[config.mk]
export PLATFORM = sky130hd
export DESIGN_NAME = xlat_walker
export DESIGN_NICKNAME = d
export VERILOG_FILES = /design/src/rtl/xlat_pkg.sv /design/src/rtl/xlat_rst_sync.sv /design/src/rtl/xlat_pte_addr.sv /design/src/rtl/xlat_pte_check.sv /design/src/rtl/xlat_walker.sv
export SDC_FILE = /design/constraint.sdc
export NUM_CORES = 1
export LEC_CHECK = 0
export ABC_AREA = 1
export CORE_UTILIZATION = 45
export CTS_BUF_LIST = sky130_fd_sc_hd__clkbuf_16
export CTS_CLUSTER_SIZE = 30
export DETAILED_ROUTE_END_ITERATION = 7
export PLACE_DENSITY = 0.73
export SYNTH_ARGS = -nofsm -noshare
export SYNTH_HDL_FRONTEND = slang
export SYNTH_SLANG_ARGS = --single-unit
[constraint.sdc]
create_clock -name clk -period 6 [get_ports clk]
set_input_delay 0.6 -clock clk [delete_from_list [all_inputs] [get_ports clk]]
set_output_delay 0.6 -clock clk [all_outputs]
set_load 0.02 [all_outputs]
[src/rtl/xlat_pkg.sv]
package xlat_pkg;
  typedef enum logic [2:0] {
    FLT_NONE    = 3'd0,
    FLT_REGION  = 3'd1,
    FLT_SYS_INV = 3'd2,
    FLT_USR_INV = 3'd3,
    FLT_ACCESS  = 3'd4,
    FLT_TBL_REG = 3'd5
  } xlat_fault_e;

  typedef enum logic [1:0] {
    ST_IDLE,
    ST_SYS,
    ST_USR,
    ST_DONE
  } xlat_state_e;

  localparam logic [1:0] SPACE_USER = 2'b00;
  localparam logic [1:0] SPACE_SYS  = 2'b10;

  localparam int PTE_W     = 32;
  localparam int PTE_VALID = 31;
  localparam int PTE_ACC_H = 29;
  localparam int PTE_ACC_L = 28;
endpackage

[src/rtl/xlat_rst_sync.sv]
module xlat_rst_sync #(
  parameter int STAGES = 2
) (
  input  logic clk,
  input  logic rst_n,
  output logic rst_sync_n
);
  logic [STAGES-1:0] chain_q;

  always_ff @(posedge clk or negedge rst_n) begin
    if (!rst_n) chain_q <= '0;
    else        chain_q <= {chain_q[STAGES-2:0], 1'b1};
  end

  assign rst_sync_n = chain_q[STAGES-1];
endmodule

[src/rtl/xlat_pte_addr.sv]
module xlat_pte_addr #(
  parameter int AW  = 32,
  parameter int VPW = 21
) (
  input  logic [AW-1:0]  base,
  input  logic [VPW-1:0] vpn,
  output logic [AW-1:0]  addr
);
  localparam int PAD = AW - VPW - 2;

  assign addr = base + {{PAD{1'b0}}, vpn, 2'b00};
endmodule

[src/rtl/xlat_pte_check.sv]
module xlat_pte_check
  import xlat_pkg::*;
#(
  parameter int PFN_W = 23
) (
  input  logic [PTE_W-1:0] pte,
  input  logic             is_write,
  output logic             present,
  output logic             allowed,
  output logic [PFN_W-1:0] pfn
);
  logic [1:0] perm;

  assign perm    = pte[PTE_ACC_H:PTE_ACC_L];
  assign present = pte[PTE_VALID];
  assign allowed = (perm != 2'b00) && (!is_write || perm[1]);
  assign pfn     = pte[PFN_W-1:0];
endmodule

[src/rtl/xlat_walker.sv]
module xlat_walker
  import xlat_pkg::*;
#(
  parameter int AW = 32,
  parameter int PB = 9
) (
  input  logic          clk,
  input  logic          rst_n,
  input  logic [AW-1:0] cfg_user_base,
  input  logic [AW-1:0] cfg_sys_base,
  input  logic          req_valid,
  input  logic          req_write,
  input  logic [AW-1:0] req_va,
  output logic          req_ready,
  output logic          mem_req,
  output logic [AW-1:0] mem_addr,
  input  logic          mem_ack,
  input  logic [31:0]   mem_rdata,
  output logic          rsp_valid,
  output logic [AW-1:0] rsp_pa,
  output logic [2:0]    rsp_fault
);
  localparam int VPW   = AW - 2 - PB;
  localparam int PFN_W = AW - PB;

  logic rst_i_n;
  xlat_rst_sync #(.STAGES(2)) u_rst (.clk(clk), .rst_n(rst_n), .rst_sync_n(rst_i_n));

  xlat_state_e state_q, state_d;
  logic [AW-1:0]    va_q, tva_q, tva_calc, sys_addr, pa_q, pa_d;
  logic             wr_q, user_q;
  logic [PFN_W-1:0] upfn_q;
  xlat_fault_e      fault_q, fault_d;
  logic             ld_req, ld_upfn, ld_rsp;
  logic [VPW-1:0]   sys_vpn;
  logic             pte_present, pte_allowed;
  logic [PFN_W-1:0] pte_pfn;
  logic [1:0]       in_space;

  assign in_space = req_va[AW-1:AW-2];

  // user entry VA from the incoming request
  xlat_pte_addr #(.AW(AW), .VPW(VPW)) u_tva (
    .base(cfg_user_base), .vpn(req_va[AW-3:PB]), .addr(tva_calc));

  // system entry physical address for whichever VA the walk is resolving
  assign sys_vpn = user_q ? tva_q[AW-3:PB] : va_q[AW-3:PB];
  xlat_pte_addr #(.AW(AW), .VPW(VPW)) u_sva (
    .base(cfg_sys_base), .vpn(sys_vpn), .addr(sys_addr));

  xlat_pte_check #(.PFN_W(PFN_W)) u_chk (
    .pte(mem_rdata), .is_write(wr_q),
    .present(pte_present), .allowed(pte_allowed), .pfn(pte_pfn));

  always_comb begin
    state_d = state_q;
    ld_req  = 1'b0;
    ld_upfn = 1'b0;
    ld_rsp  = 1'b0;
    pa_d    = '0;
    fault_d = FLT_NONE;
    unique case (state_q)
      ST_IDLE: if (req_valid) begin
        ld_req = 1'b1;
        if (in_space == SPACE_USER) begin
          if (tva_calc[AW-1:AW-2] == SPACE_SYS) state_d = ST_SYS;
          else begin
            fault_d = FLT_TBL_REG; ld_rsp = 1'b1; state_d = ST_DONE;
          end
        end else if (in_space == SPACE_SYS) begin
          state_d = ST_SYS;
        end else begin
          fault_d = FLT_REGION; ld_rsp = 1'b1; state_d = ST_DONE;
        end
      end
      ST_SYS: if (mem_ack) begin
        if (!pte_present) begin
          fault_d = FLT_SYS_INV; ld_rsp = 1'b1; state_d = ST_DONE;
        end else if (user_q) begin
          ld_upfn = 1'b1; state_d = ST_USR;
        end else begin
          ld_rsp  = 1'b1; state_d = ST_DONE;
          if (pte_allowed) pa_d = {pte_pfn, va_q[PB-1:0]};
          else             fault_d = FLT_ACCESS;
        end
      end
      ST_USR: if (mem_ack) begin
        ld_rsp  = 1'b1; state_d = ST_DONE;
        if (!pte_present)      fault_d = FLT_USR_INV;
        else if (!pte_allowed) fault_d = FLT_ACCESS;
        else                   pa_d = {pte_pfn, va_q[PB-1:0]};
      end
      default: state_d = ST_IDLE;
    endcase
  end

  always_ff @(posedge clk or negedge rst_i_n) begin
    if (!rst_i_n) state_q <= ST_IDLE;
    else          state_q <= state_d;
  end

  always_ff @(posedge clk) begin
    if (ld_req) begin
      va_q   <= req_va;
      wr_q   <= req_write;
      user_q <= (in_space == SPACE_USER);
      tva_q  <= tva_calc;
    end
    if (ld_upfn) upfn_q <= pte_pfn;
    if (ld_rsp) begin
      pa_q    <= pa_d;
      fault_q <= fault_d;
    end
  end

  assign req_ready = (state_q == ST_IDLE);
  assign mem_req   = (state_q == ST_SYS) || (state_q == ST_USR);
  assign mem_addr  = (state_q == ST_USR) ? {upfn_q, tva_q[PB-1:0]} : sys_addr;
  assign rsp_valid = (state_q == ST_DONE);
  assign rsp_pa    = pa_q;
  assign rsp_fault = fault_q;

  assert_read_held_R11: assert property (@(posedge clk) disable iff (!rst_i_n)
    mem_req && !mem_ack |=> mem_req && $stable(mem_addr));
  assert_rsp_pulse_R10: assert property (@(posedge clk) disable iff (!rst_i_n)
    rsp_valid |=> !rsp_valid);
  assert_busy_rsp_R10: assert property (@(posedge clk) disable iff (!rst_i_n)
    rsp_valid |-> !req_ready && !mem_req);
  assert_bad_space_R5: assert property (@(posedge clk) disable iff (!rst_i_n)
    req_ready && req_valid && in_space[0] |=> rsp_valid && !mem_req && rsp_fault == FLT_REGION);
  assert_fault_pa_R5: assert property (@(posedge clk) disable iff (!rst_i_n)
    rsp_valid && rsp_fault != FLT_NONE |-> rsp_pa == '0);
  assert_sys_inv_R7: assert property (@(posedge clk) disable iff (!rst_i_n)
    state_q == ST_SYS && mem_ack && !mem_rdata[31] |=> rsp_valid && rsp_fault == FLT_SYS_INV);
endmodule

# == After elaboration in Yosys (flattened, before gate mapping) ==
# Cells that the tools add are included.
# totals
register_bits,124
out_inout_bits,70
word_cells,71
in_bits,133
# op_classes
mux,44
reduce_logical,8
n_eq_ne,8
n_addsub,2
# ops
op,count
32-bit 2-to-1 mux,7
32-bit by 23-bit adder with 32-bit output,2
32-bit case mux with 2 select lines,1
3-bit 2-to-1 mux,9
21-bit 2-to-1 mux,1
1-bit 2-to-1 mux,17
2-bit 2-to-1 mux,6
3-bit case mux with 3 select lines,1
"2-bit == test, second input constant",4
"2-bit != test, second input constant",3
2-bit case mux with 3 select lines,1
2-bit zero test,2
1-bit case mux with 3 select lines,1
3-bit AND reduction,1
"2-bit by 1-bit == test with 1-bit output, second input constant",1
1-bit logical OR,2
2-bit nonzero test,1
1-bit logical AND,1
1-bit zero test,1

# == Logic depth before layout (Yosys ltp) ==
# logic_depth
depth_word,8
depth_mapped,19
mapped_depth_nobuf,17

# == By module ==
# From an unflattened synthesis, not the netlist that was laid out.
# hier_totals
hier_cells,1213
hier_area_um2,9168.8
# modules_own_cells
module,instances,cells_each,area_each_um2,seq_area_each_um2
xlat_walker,1,366,4918.5,3653.5
xlat_pte_addr,2,408,2000.7,0.0
xlat_pte_check,1,28,195.2,0.0
xlat_rst_sync,1,3,53.8,50.0

# == Least setup slack after synthesis ==
# No wires, ideal clock.
# synth_path
path_type,register to register
start,register state_q[0]
end,"register fault_q[0], in the netlist rsp_fault[0], enable pin"
setup_time_ns,0.393
arrival_ns,3.187
required_time_ns,5.607
path_buffers,0
setup_slack_ns,2.420
period_less_slack_ns,3.580
path_stages_with_launch,7
cell_sequence,dfrtp_1 inv_1 ha_1 nand2_1 inv_1 nand4_1 nand2_1
# synth_via
elab_chain_len,2
elab_cells_between_ends,4
cone_classes,eq/ne: 2; mux: 1; reduce/logical: 1
# synth_lines
element,line,text
"start, declared",xlat_walker.sv:29,"xlat_state_e state_q, state_d;"
"start signal, assigned",xlat_walker.sv:99,else state_q <= state_d;
2-bit zero test,--,
net req_ready,xlat_walker.sv:14,"output logic req_ready,"
1-bit case mux with 3 select lines,xlat_walker.sv:62,unique case (state_q)
net ld_rsp,xlat_walker.sv:34,"logic ld_req, ld_upfn, ld_rsp;"
"end signal, assigned",xlat_walker.sv:112,fault_q <= fault_d;
"end, declared",xlat_walker.sv:33,"xlat_fault_e fault_q, fault_d;"
# The timed path passes the listed nets, and every way through them passes these cells.
# A chain may end at the register's enable or synchronous reset.

# == Final worst setup path ==
# layout_path
start,register user_q
end,output port mem_addr[28]
# layout_via
elab_chain_len,3
# layout_lines
element,line,text
"start, declared",xlat_walker.sv:31,"logic wr_q, user_q;"
"start signal, assigned",xlat_walker.sv:106,user_q <= (in_space == SPACE_USER);
21-bit 2-to-1 mux,xlat_walker.sv:47,assign sys_vpn = user_q ? tva_q[AW-3:PB] : va_q[AW-3:PB];
32-bit by 23-bit adder with 32-bit output,xlat_pte_addr.sv:11,"assign addr = base + {{PAD{1'b0}}, vpn, 2'b00};"
32-bit 2-to-1 mux,xlat_walker.sv:118,"assign mem_addr = (state_q == ST_USR) ? {upfn_q, tva_q[PB-1:0]} : sys_addr;"
"end, declared",xlat_walker.sv:16,"output logic [AW-1:0] mem_addr,"
# No other way between the ends.

==> key figures <==
Floorplanning
  • Core Area: ~17000 um2
  • Die Width: ~130 um
  • Io pins: 203
  • Initial Utilization: 46.3%
  • Cell row count: 47
  • Die height: 133 um
  • Die area: roughly 18000 um2

Clock tree
  • Register clock-pin slew on the reported worst setup and hold paths: around 0.060 ns
  • Clock Latency Late Sink: about 0.42 ns
  • CTS resizes: 0
  • TritonCTS buffer count: 17
  • Setup repair bufs after CTS: 0
  • Clock Root Buffer: clkbuf_16
  • CTS tree: done
  • H-tree depth: 4
  • Hold-fix buffers, CTS: 0
  • Sink Count: roughly 120
  • Clock Tree Buf Depth: 2

Routing
  • Initial DRC count: 336
  • Via density per instance: approximately 5
  • Residual DRC: 0
  • Routed WL: 20400 um
  • DRT Pass-1 Iters: 5
  • Vias: roughly 6.7k
  • DR WL/cell: around 15 um
  • Post-DRT Antenna Nets: 0

Pwr
  • Maximum vdd ir drop: 225 uV
  • P_int: between 0.002 and 0.003 W
  • Gate power share: about 46%
  • Leakage: between 4 and 5 nW
  • Sw Ratio: a little under two fifths
  • PwrDens: 399 nW/um2
  • Clock share of power: 25.0%
  • NetSw: 0.00160 W
  • Sequential share of power: 29.1%

Setup path
  • R2r setup slk: 2.39 ns
  • Req. time, crit path: 5.40 ns
  • Reg-to-reg critical path startpoint: state_q[0]
  • WP data arrival: 4.01 ns
  • Critical path class: flip-flop to primary output
  • CP Launch Type: flip-flop
  • Cell count of the worst reg-to-reg path: 7
  • CP endpoint kind: primary output
  • Worst-path fanout max: 25
  • RR Endpoint: rsp_pa[2]

Place
  • Placer Congestion: slightly above 0.9
  • Half-perimeter wire length after placement: roughly 16000 um
  • DP Worst Slack: about 1.8 ns
  • Port Buffers: a little under 200

Synth
  • Synth unique cells: 42
  • Syn nets: between 1k and 1.5k
  • Synth Instances: about 920
  • Synth Warn #: 0
  • Synthesis-stage register bit count: around 120
  • Mean Syn Cell Area: roughly 8.4 um2
  • Register area share after synthesis: between 40 and 50%
  • Netlist Area Pre-Place: 7700 um2

STA
  • Final Worst Setup Slack: between 1 and 1.5 ns
  • RSZ-0062 raised after global routing: false
  • Max Fclk: around 0.22 GHz
  • Worst-margin pin slew: roughly 1.1 ns
  • Max Clock Skew: between 0.008 and 0.009 ns
  • Max-slew violations: 0
  • Setup Total Neg Slack: 0 ns
  • Final hold violations: 0
  • Crit path time final: approximately 4.6 ns
  • # setup viols final: 0
  • Slew margin rel.: ~25%
  • Period utilization: 76.9%

Status
  • Run status: finished clean

Cells and area
  • Core Util, Final: around 63%
  • Nets: ~1.3k
  • Fillcell total: ~1.4k
  • Layout cells sized above 1: approximately 6.2%
  • Syn-to-layout area delta: 36.8%

Hold path
  • Hold Crit Class: flip-flop to async pin

Global routing
  • First-pass GRT wire length: about 33000 um
  • GRT Util Overall: between 20% and 30%
  • Largest net degree at the start of global routing: 64
  • Initial antenna violation count: 2
  • Vias in the first global route: 6532
  • GRT overflow: 0

Flow run
  • Max-cap violations: 0
-- cell families (layout without fill, tap and decap cells) --
group / Yosys count / in the layout / synth area share (%)
AO/OA/AOI/OAI: 110 / 110 / 8.32
adder cells (fa/ha/maj): 48 / 48 / 7.99
other: 1 / 2 / 0.0487
flip-flops: 124 / 124 / 48.1
XOR/XNOR: 30 / 30 / 3.41
buffers and inverters: 138 / 357 / 6.81
AND/OR/NAND/NOR: 471 / 471 / 25.3
-- cell type report --
class                      count  area, um2  area share, %
tap                          220        275           2.61
clock inverter                15        184           1.75
multi-input combinational    660       3480           33.0
clock buffer                  17        425           4.04
timing repair buffer         202       2010           19.0
inverter                     123        462           4.38
antenna                        1       2.50         0.0238
sequential                   124       3700           35.2
-- per-stage QoR --
step	total power [W]	std cells	instance area, um2	hold WS, ns
final	0.00421	1362	10500	0.0274
after global routing	0.00445	1362	10500	0.0403
after CTS	0.00423	1361	10500	0.0284
after detailed placement	0.00318	1329	9920	0.0196
after global placement	0.00315	1329	9920	0.0214
after floorplan	0.00236	922	7700	0.0111
-- registers in the layout, summed over array words and instances, names as in the netlist --
register       flops
rsp_pa            32
tva_q             30
va_q              30
upfn_q            23
rsp_fault          3
state_q            2
u_rst.chain_q      2
user_q             1
wr_q               1
-- synth_stat cells --
| cell | number | area [um2] |
|---|---|---|
| inv_1 | 122 | 458 |
| o211ai_1 | 1 | 7.51 |
| o21a_1 | 2 | 15.0 |
| nand4_2 | 1 | 12.5 |
| o21bai_1 | 4 | 30.0 |
| xor2_1 | 14 | 123 |
| or2_0 | 2 | 12.5 |
| xnor2_1 | 16 | 140 |
| nand3b_1 | 4 | 30.0 |
| a21boi_1 | 1 | 7.51 |
| clkbuf_1 | 10 | 37.5 |
| a22oi_1 | 1 | 7.51 |
| fa_1 | 2 | 40.0 |
| a31oi_1 | 7 | 43.8 |
| inv_2 | 1 | 3.75 |
| buf_2 | 2 | 10.0 |
| a21o_1 | 4 | 30.0 |
| nand2_2 | 6 | 37.5 |
| buf_4 | 1 | 7.51 |
| nor4_1 | 1 | 6.26 |
| o21ai_4 | 1 | 16.3 |
| conb_1 | 1 | 3.75 |
| nor2_1 | 101 | 379 |
| nand3_1 | 50 | 250 |
| a21oi_2 | 2 | 17.5 |
| edfxtp_1 | 120 | 3600 |
| o21bai_2 | 1 | 11.3 |
| or2_1 | 2 | 12.5 |
| dfrtp_1 | 4 | 100 |
| nand4_1 | 6 | 37.5 |
| a21oi_1 | 51 | 255 |
| nor2_2 | 2 | 12.5 |
| a31o_2 | 1 | 8.76 |
| nand2_1 | 271 | 1020 |
| or2_2 | 13 | 81.3 |
| o21ai_1 | 1 | 5.00 |
| nor3_1 | 12 | 60.1 |
| buf_1 | 2 | 7.51 |
| ha_1 | 46 | 576 |
| o21ai_0 | 28 | 140 |
| o21ai_2 | 4 | 35.0 |
| a2111oi_1 | 1 | 10.0 |
-- cell usage in the layout (no fill, tap or decap), drive strengths merged, types with 2 or more instances in the layout --
cell type / synthesis / routed
nand2: 277 / 277
clkdlybuf4s50: 0 / 196
inv: 123 / 129
edfxtp: 120 / 120
nor2: 103 / 103
a21oi: 53 / 53
nand3: 50 / 50
ha: 46 / 46
o21ai: 34 / 34
clkbuf: 10 / 17
or2: 17 / 17
xnor2: 16 / 16
xor2: 14 / 14
nor3: 12 / 12
a31oi: 7 / 7
nand4: 7 / 7
buf: 5 / 6
o21bai: 5 / 5
a21o: 4 / 4
nand3b: 4 / 4
dfrtp: 4 / 4
clkinv: 0 / 4
bufinv: 0 / 3
o21a: 2 / 2
fa: 2 / 2
clkinvlp: 0 / 2
-- per-layer routing --
layer / up-vias / share of wire, % / GRT usage (%)
li1: 3450 / - / -
met1: 3025 / 43 / 29.8
met2: 188 / 50 / 41.9
met3: 26 / 5.2 / 4.79
met4: 0 / 2.3 / 8.75
met5: - / 0 / 0
-- worst max-delay path, stage by stage (launching register included) --
cell and delay, ns:
edfxtp_1 0.35, buf_4 0.22, inv_1 0.23, buf_4 0.25, nand2_1 0.07, nand2_1 0.06
ha_1 0.16, inv_1 0.08, fa_1 0.42, o21ai_2 0.27, a21oi_2 0.13, inv_1 0.12
nand3_1 0.08, nand3_1 0.14, nand2_1 0.10, xnor2_1 0.13, nand2_1 0.07, nand2_1 0.10
clkdlybuf4s50_1 0.60
-- worst max path at each step --
stage                    start            to  slack, ns
floorplan           state_q[0]  rsp_fault[0]       2.42
global placement        user_q  mem_addr[30]       1.88
detailed placement      user_q  mem_addr[30]       1.82
CTS                     user_q  mem_addr[30]       1.36
global route            user_q  mem_addr[28]       1.02
finish                  user_q  mem_addr[28]       1.39
-- power by group through the flow --
stage / registers (W) / logic [W] / clock network (W)
finish: 0.00123 / 0.00193 / 0.00105
global route: 0.00124 / 0.00211 / 0.00110
CTS: 0.00123 / 0.00194 / 0.00106
detailed placement: 0.00124 / 0.00193 / 0
global placement: 0.00124 / 0.00192 / 0
floorplan: 0.00133 / 0.00104 / 0
Note: power is estimated with default switching activity, not from simulation.
